<file path="config.mk">
export PLATFORM = sky130hd
export DESIGN_NAME = grid_bit_ram
export DESIGN_NICKNAME = d
export VERILOG_FILES = /design/src/rtl/grid_ram_pkg.sv /design/src/rtl/grid_onehot_dec.sv /design/src/rtl/grid_cell_array.sv /design/src/rtl/grid_bit_ram.sv
export SDC_FILE = /design/constraint.sdc
export NUM_CORES = 1
export LEC_CHECK = 0
export BUFFER_PORTS_ARGS = -buffer_cell sky130_fd_sc_hd__buf_2
export CAP_MARGIN = 20
export CORE_AREA = 2 2 43 54
export CTS_CLUSTER_DIAMETER = 30
export DETAILED_ROUTE_END_ITERATION = 12
export DIE_AREA = 0 0 45 56
export HOLD_SLACK_MARGIN = 0.12
export PLACE_DENSITY = 0.67
export SYNTH_ARGS = -nofsm -noshare
export SYNTH_HDL_FRONTEND = slang
export SYNTH_SLANG_ARGS = --single-unit
</file>
<file path="constraint.sdc">
create_clock -name clk -period 1.5 [get_ports clk]
set_input_delay 0.075 -clock clk [delete_from_list [all_inputs] [get_ports clk]]
set_output_delay 0.075 -clock clk [all_outputs]
set_load 0.05 [all_outputs]
</file>
<file path="src/rtl/grid_ram_pkg.sv">
package grid_ram_pkg;
   // Operation encoding on the single read/write line
   typedef enum logic {
      OP_WRITE = 1'b0,
      OP_READ  = 1'b1
   } ram_op_e;

   // Read path narrowing order
   localparam int unsigned NARROW_ROW_FIRST = 0;
   localparam int unsigned NARROW_COL_FIRST = 1;
endpackage

</file>
<file path="src/rtl/grid_onehot_dec.sv">
module grid_onehot_dec #(
   parameter int unsigned IN_W = 2
) (
   input  logic                    en,
   input  logic [IN_W-1:0]         code,
   output logic [(1 << IN_W)-1:0]  sel
);
   localparam int unsigned OUT_N = 1 << IN_W;

   if (IN_W < 1 || IN_W > 6) begin : g_bad_width
      $error("grid_onehot_dec: IN_W must be in 1..6");
   end

   for (genvar i = 0; i < OUT_N; i++) begin : g_line
      assign sel[i] = en && (code == IN_W'(i));
   end
endmodule

</file>
<file path="src/rtl/grid_cell_array.sv">
module grid_cell_array #(
   parameter int unsigned ROWS      = 4,
   parameter int unsigned COLS      = 4,
   parameter int unsigned READ_ORDER = 0
) (
   input  logic            clk,
   input  logic            rst_n,
   input  logic            we,
   input  logic [ROWS-1:0] row_sel,
   input  logic [COLS-1:0] col_sel,
   input  logic            din,
   output logic            rd_bit
);
   import grid_ram_pkg::*;

   logic [ROWS-1:0][COLS-1:0] cells;

   if (ROWS < 2 || COLS < 2) begin : g_bad_geom
      $error("grid_cell_array: grid must be at least 2x2");
   end
   if (READ_ORDER != NARROW_ROW_FIRST && READ_ORDER != NARROW_COL_FIRST) begin : g_bad_order
      $error("grid_cell_array: unknown READ_ORDER");
   end

   // Storage: a cell loads only at the crossing of write, row and column
   always_ff @(posedge clk) begin
      for (int r = 0; r < ROWS; r++) begin
         for (int c = 0; c < COLS; c++) begin
            if (we && row_sel[r] && col_sel[c]) begin
               cells[r][c] <= din;
            end
         end
      end
   end

   // Read path variants
   if (READ_ORDER == NARROW_ROW_FIRST) begin : g_row_first
      logic [COLS-1:0] row_vec;
      always_comb begin
         row_vec = '0;
         for (int r = 0; r < ROWS; r++) begin
            row_vec = row_vec | (cells[r] & {COLS{row_sel[r]}});
         end
      end
      assign rd_bit = |(row_vec & col_sel);
   end else begin : g_col_first
      logic [ROWS-1:0] col_vec;
      for (genvar r = 0; r < ROWS; r++) begin : g_col_pick
         assign col_vec[r] = |(cells[r] & col_sel);
      end
      assign rd_bit = |(col_vec & row_sel);
   end

   // Per-cell checks
   for (genvar r = 0; r < ROWS; r++) begin : g_chk_r
      for (genvar c = 0; c < COLS; c++) begin : g_chk_c
         // a selected write lands in its cell
         a_r2_write_lands : assert property (@(posedge clk) disable iff (!rst_n)
            (we && row_sel[r] && col_sel[c]) |=> (cells[r][c] == $past(din)));
         // any cell not at the write crossing keeps its value
         a_r3_others_hold : assert property (@(posedge clk) disable iff (!rst_n)
            !(we && row_sel[r] && col_sel[c]) |=> $stable(cells[r][c]));
      end
   end

   // no write strobe means the whole grid is frozen
   a_r4_grid_idle : assert property (@(posedge clk) disable iff (!rst_n)
      !we |=> $stable(cells));
endmodule

</file>
<file path="src/rtl/grid_bit_ram.sv">
module grid_bit_ram #(
   parameter int unsigned ROW_BITS   = 2,
   parameter int unsigned COL_BITS   = 2,
   parameter int unsigned READ_ORDER = 0
) (
   input  logic                         clk,
   input  logic                         rst_n,
   input  logic                         cs,
   input  logic                         rnw,
   input  logic [ROW_BITS+COL_BITS-1:0] addr,
   input  logic                         din,
   output logic                         dout,
   output logic                         dout_en
);
   import grid_ram_pkg::*;

   localparam int unsigned ADDR_W = ROW_BITS + COL_BITS;
   localparam int unsigned ROWS   = 1 << ROW_BITS;
   localparam int unsigned COLS   = 1 << COL_BITS;

   if (ADDR_W > 12) begin : g_too_big
      $error("grid_bit_ram: address too wide for this cell array");
   end

   ram_op_e         op;
   logic [ROWS-1:0] row_sel;
   logic [COLS-1:0] col_sel;
   logic            wr_strobe;
   logic            rd_bit;

   assign op        = ram_op_e'(rnw);
   assign wr_strobe = cs && (op == OP_WRITE);

   // Row decoder always active; chip select enables the column decoder
   grid_onehot_dec #(.IN_W(ROW_BITS)) u_row_dec (
      .en   (1'b1),
      .code (addr[ADDR_W-1:COL_BITS]),
      .sel  (row_sel)
   );

   grid_onehot_dec #(.IN_W(COL_BITS)) u_col_dec (
      .en   (cs),
      .code (addr[COL_BITS-1:0]),
      .sel  (col_sel)
   );

   grid_cell_array #(
      .ROWS       (ROWS),
      .COLS       (COLS),
      .READ_ORDER (READ_ORDER)
   ) u_cells (
      .clk     (clk),
      .rst_n   (rst_n),
      .we      (wr_strobe),
      .row_sel (row_sel),
      .col_sel (col_sel),
      .din     (din),
      .rd_bit  (rd_bit)
   );

   // Output stage modelling a three-state driver
   assign dout_en = cs && (op == OP_READ);
   assign dout    = dout_en ? rd_bit : 1'b0;

   // deselected block is silent
   a_r4_silent_deselected : assert property (@(posedge clk) disable iff (!rst_n)
      !cs |-> (!dout_en && !dout));
   // write mode never drives the line
   a_r6_silent_on_write : assert property (@(posedge clk) disable iff (!rst_n)
      (cs && !rnw) |-> (!dout_en && !dout));
   // a selected read drives the line
   a_r5_read_drives : assert property (@(posedge clk) disable iff (!rst_n)
      (cs && rnw) |-> dout_en);
   // repeated reads of a steady address return a steady value
   a_r1_read_repeatable : assert property (@(posedge clk) disable iff (!rst_n)
      (cs && rnw && $past(cs && rnw) && $stable(addr)) |-> $stable(dout));
   // column decoder selects exactly one column while selected
   a_r3_one_column : assert property (@(posedge clk) disable iff (!rst_n)
      cs |-> $onehot(col_sel));
endmodule

</file>
* Word level (Yosys, flattened, before mapping)
Index checks and enable logic that the tools add are counted.
Storage, ports and cells: register bits 16, bits of input ports 9, word-level logic and storage cells 61, output and inout bits 2
Operators by class: eq/ne operators 6, bitwise gates (word level) 9, multiplexer cells 1, reductions and logical operators 29
Operators by type and width (number):
- $logic_and 1x1->1 | 26
- $and 4x4->4 | 5
- $or 4x4->4 | 3
- $eq 2x2->1 const B | 4
- $eq 2x1->1 const B | 2
- $logic_not 2->1 | 2
- $reduce_or 4->1 | 1
- $mux 1 | 1
- $not 1->1 | 1

* Logic depth before layout (Yosys ltp)
Gate-level depths: netlist of run 1.
depth after elaboration 8, gate-level depth with buffers 5, gate-level depth less buffers 4

* Modules after synthesis
A second synthesis of run 1 with hierarchy kept.
Second synthesis, totals: cells, all modules 58, area, all modules 789.5 um^2
By module, submodules not included:
- grid_cell_array | cells each 46, area each 686.9 um^2, instances 1, sequential area each 480.5 um^2
- grid_onehot_dec | cells each 4, area each 37.5 um^2, instances 2, sequential area each 0.0 um^2
- grid_bit_ram | cells each 4, area each 27.5 um^2, instances 1, sequential area each 0.0 um^2

* Worst setup path before layout of run 1
Ideal clock, no wire load.
path type reg2out, start point register u_cells.cells[9] in the netlist's numbering, end point output dout, stages on the path, launching flop included 5, setup slack 0.103 ns, data arrival time 1.322 ns, buffers on the path 0, cell sequence edfxtp_1 -> mux4_2 -> o22ai_2 -> o32ai_1 -> and2_1
On the way: longest elaborated chain between the ends 6
Ends and longest elaborated chain:
- start: declaration | RTL line grid_cell_array.sv:16 | logic [ROWS-1:0][COLS-1:0] cells;
- start signal: indexed assignment | RTL line grid_cell_array.sv:30 | cells[r][c] <= din;
- $and 4x4->4 | RTL line grid_cell_array.sv:42 | row_vec = row_vec | (cells[r] & {COLS{row_sel[r]}});
- $or 4x4->4 (2 in series) | RTL line grid_cell_array.sv:42
- $and 4x4->4 | RTL line grid_cell_array.sv:45 | assign rd_bit = |(row_vec & col_sel);
- $reduce_or 4->1 | RTL line grid_cell_array.sv:45
- $mux 1 | RTL line grid_bit_ram.sv:63 | assign dout = dout_en ? rd_bit : 1'b0;
- end: declaration | RTL line grid_bit_ram.sv:12 | output logic dout,
No other way between the ends.

* Final worst setup path of run 1
start point register u_cells.cells[0] in the netlist's numbering, end point output dout
On the way: longest elaborated chain between the ends 7
Ends and longest elaborated chain (RTL line):
- $and 4x4->4 | grid_cell_array.sv:42
- $or 4x4->4 (3 in series) | grid_cell_array.sv:42
- $and 4x4->4 | grid_cell_array.sv:45
- $reduce_or 4->1 | grid_cell_array.sv:45
- $mux 1 | grid_bit_ram.sv:63
No other way between the ends.

==> parameters.txt, run 1 <==
Parameter                              Value

Global route
  Wire length of the first global-routing pass ... 2201 um
  Largest net degree at the start of global routing ... 17
  Global Route Usage Sum ... 12.23%
  Remaining global-route overflow ... 0
  Vias in the first global route ... 493
  Antenna violations before repair ... 0

Yosys
  Sequential share of the synthesized area ... 62.64%
  Compound-Gate Fraction of Synth Area ... 5.220%
  Combinational family with the most area after synthesis ... simple AND/OR/NAND/NOR gates
  Proportion of synthesized area in mux cells ... 10.28%
  Parity-gate share of the synthesized area counting xor and xnor cells ... 0%
  Total number of yosys warnings ... 0
  Netlist area before placement ... 767.0 um2
  Gate count of the mapped netlist ... 60
  Share of synthesized cell area in and, or, nand and nor gates ... 19.09%
  Adder-cell area share of the yosys netlist ... 0%
  Netlist cell types ... 18
  Average cell area after synthesis ... 12.78 um2
  Number of synthesized register bits ... 16
  Total nets after synthesis ... 69

Setup path
  Worst EP required ... 1.42 ns
  Top fanout value on the critical path ... 1
  Type of origin of the critical path ... flip-flop
  Critical Path Sink Type ... primary output
  Arrival time worst endpoint ... 1.61 ns
  Setup Crit Path Kind ... flip-flop to primary output

Pwr
  IR drop worst, VDD ... 446.0 uV
  Post-layout power ... 803.8 uW
  Static leakage power ... 0.0002952 uW
  Total power per unit cell area ... 907.4 mW/mm2

Layout
  Largest reg by FF count ... u_cells.cells
  Flip-flop count of the largest register, all copies and words added ... 16
  Antenna Cells ... 0
  Biggest regs ... u_cells.cells (16)
  Post-route design area ... 885.9 um2
  Number of nets at the end of the flow ... 83
  Synthesis-to-layout area growth ... 15.50%
  Highest-count cells in the layout ignoring fill and taps ... edfxtp_1 (16), nor2_1 (14), buf_2 (8)
  Most frequent standard cell in the layout excluding fill and tap cells ... edfxtp_1
  Share of layout cells above drive strength 1 ... 30.56%

Placed design
  Post-detail-place hpwl ... 1034 um
  Placed standard-cell area ... 850.8 um2
  Pre-CTS setup slack ... 0.01325 ns
  Port buffer count ... 9
  RePlAce Congestion ... 0.6577

Clock network
  Hold Buf Count CTS ... 0
  Clock root buffer ... clkbuf_4
  Number of buffers inserted during clock tree synthesis ... 3
  CTS clock-pin slew for the worst setup and hold paths ... 0.09 ns
  Buffers inserted by post-CTS timing repair ... 0
  Clock tree from TritonCTS ... built
  Max clock buf depth ... 2
  H-Tree Level Count ... 1
  Clock sink count ... 16

Routing
  DRC viols ... 0
  Total detailed-routing wirelength ... 1345 um
  Number of routed nets with antenna violations ... 0
  Pre-antenna DRT Iters ... 4
  Vias after detailed routing ... 506
  DR vias/cell ... 5.500
  Avg WL per Cell ... 14.62 um
  1st-iter DRT viols ... 11

Timing
  Number of max-slew violations in the final report ... 0
  Setup ws final ... -0.1814 ns
  RSZ-0062 raised after global routing ... true
  Worst Tran Pin Value ... 0.2372 ns
  Highest attainable clock frequency ... 0.5948 GHz
  Final-report hold violation count ... 0
  Final setup vio count ... 1
  Relative max-transition margin ... 84.19%
  Time the final worst path needs with I/O delays and setup ... 1.681 ns
  Final period util ... 112.1%
  Sum Neg Setup Slack ... -0.1814 ns

Floorplanning
  Top Ports ... 11
  Count of standard-cell rows ... 18
  Chip Height ... 56 um
  DIE WIDTH ... 45 um
  CORE AREA ... 0.001982 mm2
  Effective utilization at floorplan ... 38.70%
  Overall die area ... 0.002520 mm2

Worst hold path
  Worst min-delay path startpoint ... din
  Number of instances on the worst hold path ... 1
  Worst Hold Path EP ... u_cells.cells[2]$_DFFE_PP_
  Worst min-delay path category ... input port to flip-flop

Job
  Max-cap violations ... 0

Run status
  Outcome ... finished, violations left
  Violations in the final reports ... setup timing
[what timing repair did]
item	CTS	global route
pin swaps	4	0
resized for setup	3	0
setup endpoints to repair	1	1
[cell usage after synthesis, drive strengths merged]
library cell | count | share of area [%]
nor2b | 1 | 0.82
nor2 | 14 | 6.9
mux2 | 3 | 4.4
a211oi | 1 | 0.98
nand4b | 1 | 1.1
nor3 | 4 | 2.6
buf | 3 | 2.8
and2 | 2 | 1.6
o21ai | 1 | 0.65
nand2 | 4 | 2.0
o32ai | 1 | 1.1
edfxtp | 16 | 63
nand2b | 4 | 3.3
or3 | 1 | 0.82
mux4 | 2 | 5.9
o22ai | 2 | 2.4
[report_power, final]
part / total [uW] / switching [uW] / internal (uW)
clock network: 209 / 116 / 92.8
registers: 498 / 1.18 / 496
logic: 97.2 / 56.0 / 41.2
total: 804 / 173 / 630
[cells by family (layout without fill, tap and decap cells)]
family                 Yosys count  in the layout
AO/OA/AOI/OAI                    5              5
multiplexers                     5              5
AND/OR/NAND/NOR                 31             31
flip-flops                      16             16
buffers and inverters            3             15
[critical path, stage by stage, from the launching register on]
cell and delay (ns):
edfxtp_1 0.37, mux4_2 0.47, o22ai_2 0.11, o32ai_1 0.09, and2_1 0.15, buf_6 0.15
[per-layer routing]
layer  share of wire (%)  global-route usage (%)  wire [um]
met1                  38                   13.21        517
met2                  55                   21.63        742
met3                 4.9                   1.948         66
met4                 1.4                   6.303         19
met5                   0                       0          0
[final cells by class]
class / count / area, um2
Clock buffer: 3 / 22.52
Sequential cell: 16 / 480.5
Multi-Input combinational cell: 41 / 271.5
Tap cell: 20 / 25.02
Timing Repair Buffer: 12 / 86.33
Fill cell: 182 / 1096
[worst max path at each step]
stage               slack [ns]                   startpoint  cells past startpoint  endpoint
CTS                      -0.20   u_cells.cells[0]$_DFFE_PP_                      5      dout
global placement          0.01   u_cells.cells[2]$_DFFE_PP_                      5      dout
detailed placement        0.01   u_cells.cells[2]$_DFFE_PP_                      5      dout
finish                   -0.18   u_cells.cells[0]$_DFFE_PP_                      5      dout
global route             -0.29  u_cells.cells[11]$_DFFE_PP_                      5      dout
floorplan                 0.10   u_cells.cells[9]$_DFFE_PP_                      4      dout
[stage by stage]
step	utilization, %	cells	hold slack [ns]
6_report	44.70	92	0.1734
5_1_grt	44.70	92	0.1696
4_1_cts	44.70	92	0.1730
3_3_place_gp	42.93	89	0.4576
2_1_floorplan	-	60	0.1739
3_5_place_dp	42.93	89	0.4681
(Power assumes the default switching activity.)
==> inputs of run 2 (changes only) <==
==> constraint.sdc (replaced) <==
create_clock -name clk -period 2.15 [get_ports clk]
set_input_delay 0.1075 -clock clk [delete_from_list [all_inputs] [get_ports clk]]
set_output_delay 0.1075 -clock clk [all_outputs]
set_load 0.05 [all_outputs]
==> run 2 against run 1 <==
The run now ends clean; first-iteration DRC count down 18%; non-clock buffer count is 3 lower; worst hold slack improved by 0.031 ns; total power fell by 30%; critical path depth unchanged; clock power fell by 24%; design area decreased by 4.9%; clock-buffer cell count unchanged; critical endpoint unchanged; largest cell class unchanged; largest power group unchanged.
==> parameters.txt, run 2 (synthesis results as in run 1) <==
Parameter                              Value

Run status
  Outcome ... complete, no violations

Worst hold path
  Worst min-delay path startpoint ... din
  Number of instances on the worst hold path ... 1
  Worst Hold Path EP ... u_cells.cells[11]$_DFFE_PP_
  Worst min-delay path category ... input port to flip-flop

Routing
  Avg WL per Cell ... 14.74 um
  Number of routed nets with antenna violations ... 0
  Pre-antenna DRT Iters ... 4
  Vias after detailed routing ... 494
  1st-iter DRT viols ... 9
  DR vias/cell ... 5.489
  DRC viols ... 0
  Total detailed-routing wirelength ... 1327 um

Layout
  Post-Route Utilization ... 42.49%
  Biggest regs ... u_cells.cells (16)
  Antenna Cells ... 0
  Final Non-Filler Cells ... 90
  Largest reg by FF count ... u_cells.cells
  Highest-count cells in the layout ignoring fill and taps ... edfxtp_1 (16), nor2_1 (14), buf_2 (9)
  Share of layout cells above drive strength 1 ... 25.71%
  Post-route design area ... 842.1 um2
  Synthesis-to-layout area growth ... 9.788%
  Flip-flop count of the largest register, all copies and words added ... 16
  Number of nets at the end of the flow ... 80
  Most frequent standard cell in the layout excluding fill and tap cells ... edfxtp_1

Timing
  Final period util ... 85.87%
  Time the final worst path needs with I/O delays and setup ... 1.846 ns
  Highest attainable clock frequency ... 0.5417 GHz
  Final setup vio count ... 0
  Sum Neg Setup Slack ... 0 ns
  Final-report hold violation count ... 0
  Relative max-transition margin ... 81.51%
  Worst Tran Pin Value ... 0.2773 ns
  RSZ-0062 raised after global routing ... false
  Number of max-slew violations in the final report ... 0

Floorplanning
  Chip Height ... 56 um
  Overall die area ... 0.002520 mm2
  CORE AREA ... 0.001982 mm2
  DIE WIDTH ... 45 um
  Top Ports ... 11
  Effective utilization at floorplan ... 38.70%
  Count of standard-cell rows ... 18

Clock network
  H-Tree Level Count ... 1
  Buffers inserted by post-CTS timing repair ... 0
  Clock sink count ... 16
  Clock root buffer ... clkbuf_4
  Number of buffers inserted during clock tree synthesis ... 3
  Clock tree from TritonCTS ... built
  # resized after CTS ... 0
  CTS clock-pin slew for the worst setup and hold paths ... 0.09 ns
  Max clock buf depth ... 2
  Hold Buf Count CTS ... 0

Setup path
  Type of origin of the critical path ... flip-flop
  Critical Path Sink Type ... primary output
  Arrival time worst endpoint ... 1.74 ns
  Top fanout value on the critical path ... 1
  Worst EP required ... 2.04 ns
  Setup Crit Path Kind ... flip-flop to primary output

Global route
  Largest net degree at the start of global routing ... 17
  Antenna violations before repair ... 0
  Global Route Usage Sum ... 12.15%
  Wire length of the first global-routing pass ... 2118 um
  Vias in the first global route ... 489
  Remaining global-route overflow ... 0

Pwr
  Total power per unit cell area ... 668.8 mW/mm2
  Static leakage power ... 0.0002744 uW
  IR drop worst, VDD ... 389.5 uV

Placed design
  Port buffer count ... 9
  RePlAce Congestion ... 0.7081
  Placed standard-cell area ... 815.8 um2
  Post-detail-place hpwl ... 987.6 um
  Placed insts ... 86

Job
  Max-cap violations ... 0
-- run 2: final cells by class --
| cell class | instances | area (um2) |
|---|---|---|
| clock buffers | 3 | 22.52 |
| flip-flops and latches | 16 | 480.5 |
| multi-input cells | 41 | 265.3 |
| fillers | 193 | 1140 |
| well taps | 20 | 25.02 |
| repair buffers | 9 | 45.04 |
| clock inverters | 1 | 3.754 |
-- run 2: critical path: stages (launching register included) --
cell and delay [ns]:
edfxtp_1 0.38, mux4_2 0.48, o22ai_1 0.15, o32ai_1 0.10
and2_1 0.15, buf_2 0.20
-- run 2: layer usage --
layer  GRT usage, %  share of wire (%)  vias to the layer above
met2          19.59                 55                        9
met5              0                  0                        -
li1               -                  -                      242
met4          8.824                1.4                        0
met3          2.922                3.3                        2
met1          13.15                 40                      241
-- run 2: where the power goes --
group          total, uW  switching (uW)  leakage [uW]  internal, uW
logic               58.0            37.0      0.000115          21.0
registers            347           0.710      0.000144           346
clock network        158            90.8     0.0000154          67.3
total                563             129      0.000274           435
-- run 2: worst max-delay path by stage --
stage | start | endpoint | cells after the start
after global routing | u_cells.cells[11]$_DFFE_PP_ | dout | 5
after global placement | addr[3] | dout | 6
after floorplan | u_cells.cells[9]$_DFFE_PP_ | dout | 4
after CTS | u_cells.cells[11]$_DFFE_PP_ | dout | 5
after detailed placement | addr[3] | dout | 6
final | u_cells.cells[11]$_DFFE_PP_ | dout | 5
-- run 2: per-stage QoR --
step	setup slack (ns)	hold slack [ns]	power [uW]
final	0.3039	0.2040	563.2
after CTS	0.2764	0.1977	568.6
after global placement	0.5152	0.4913	411.5
after detailed placement	0.5174	0.5052	412.9
after floorplan	0.7205	0.2064	394.2
after global routing	0.1840	0.1876	592.3
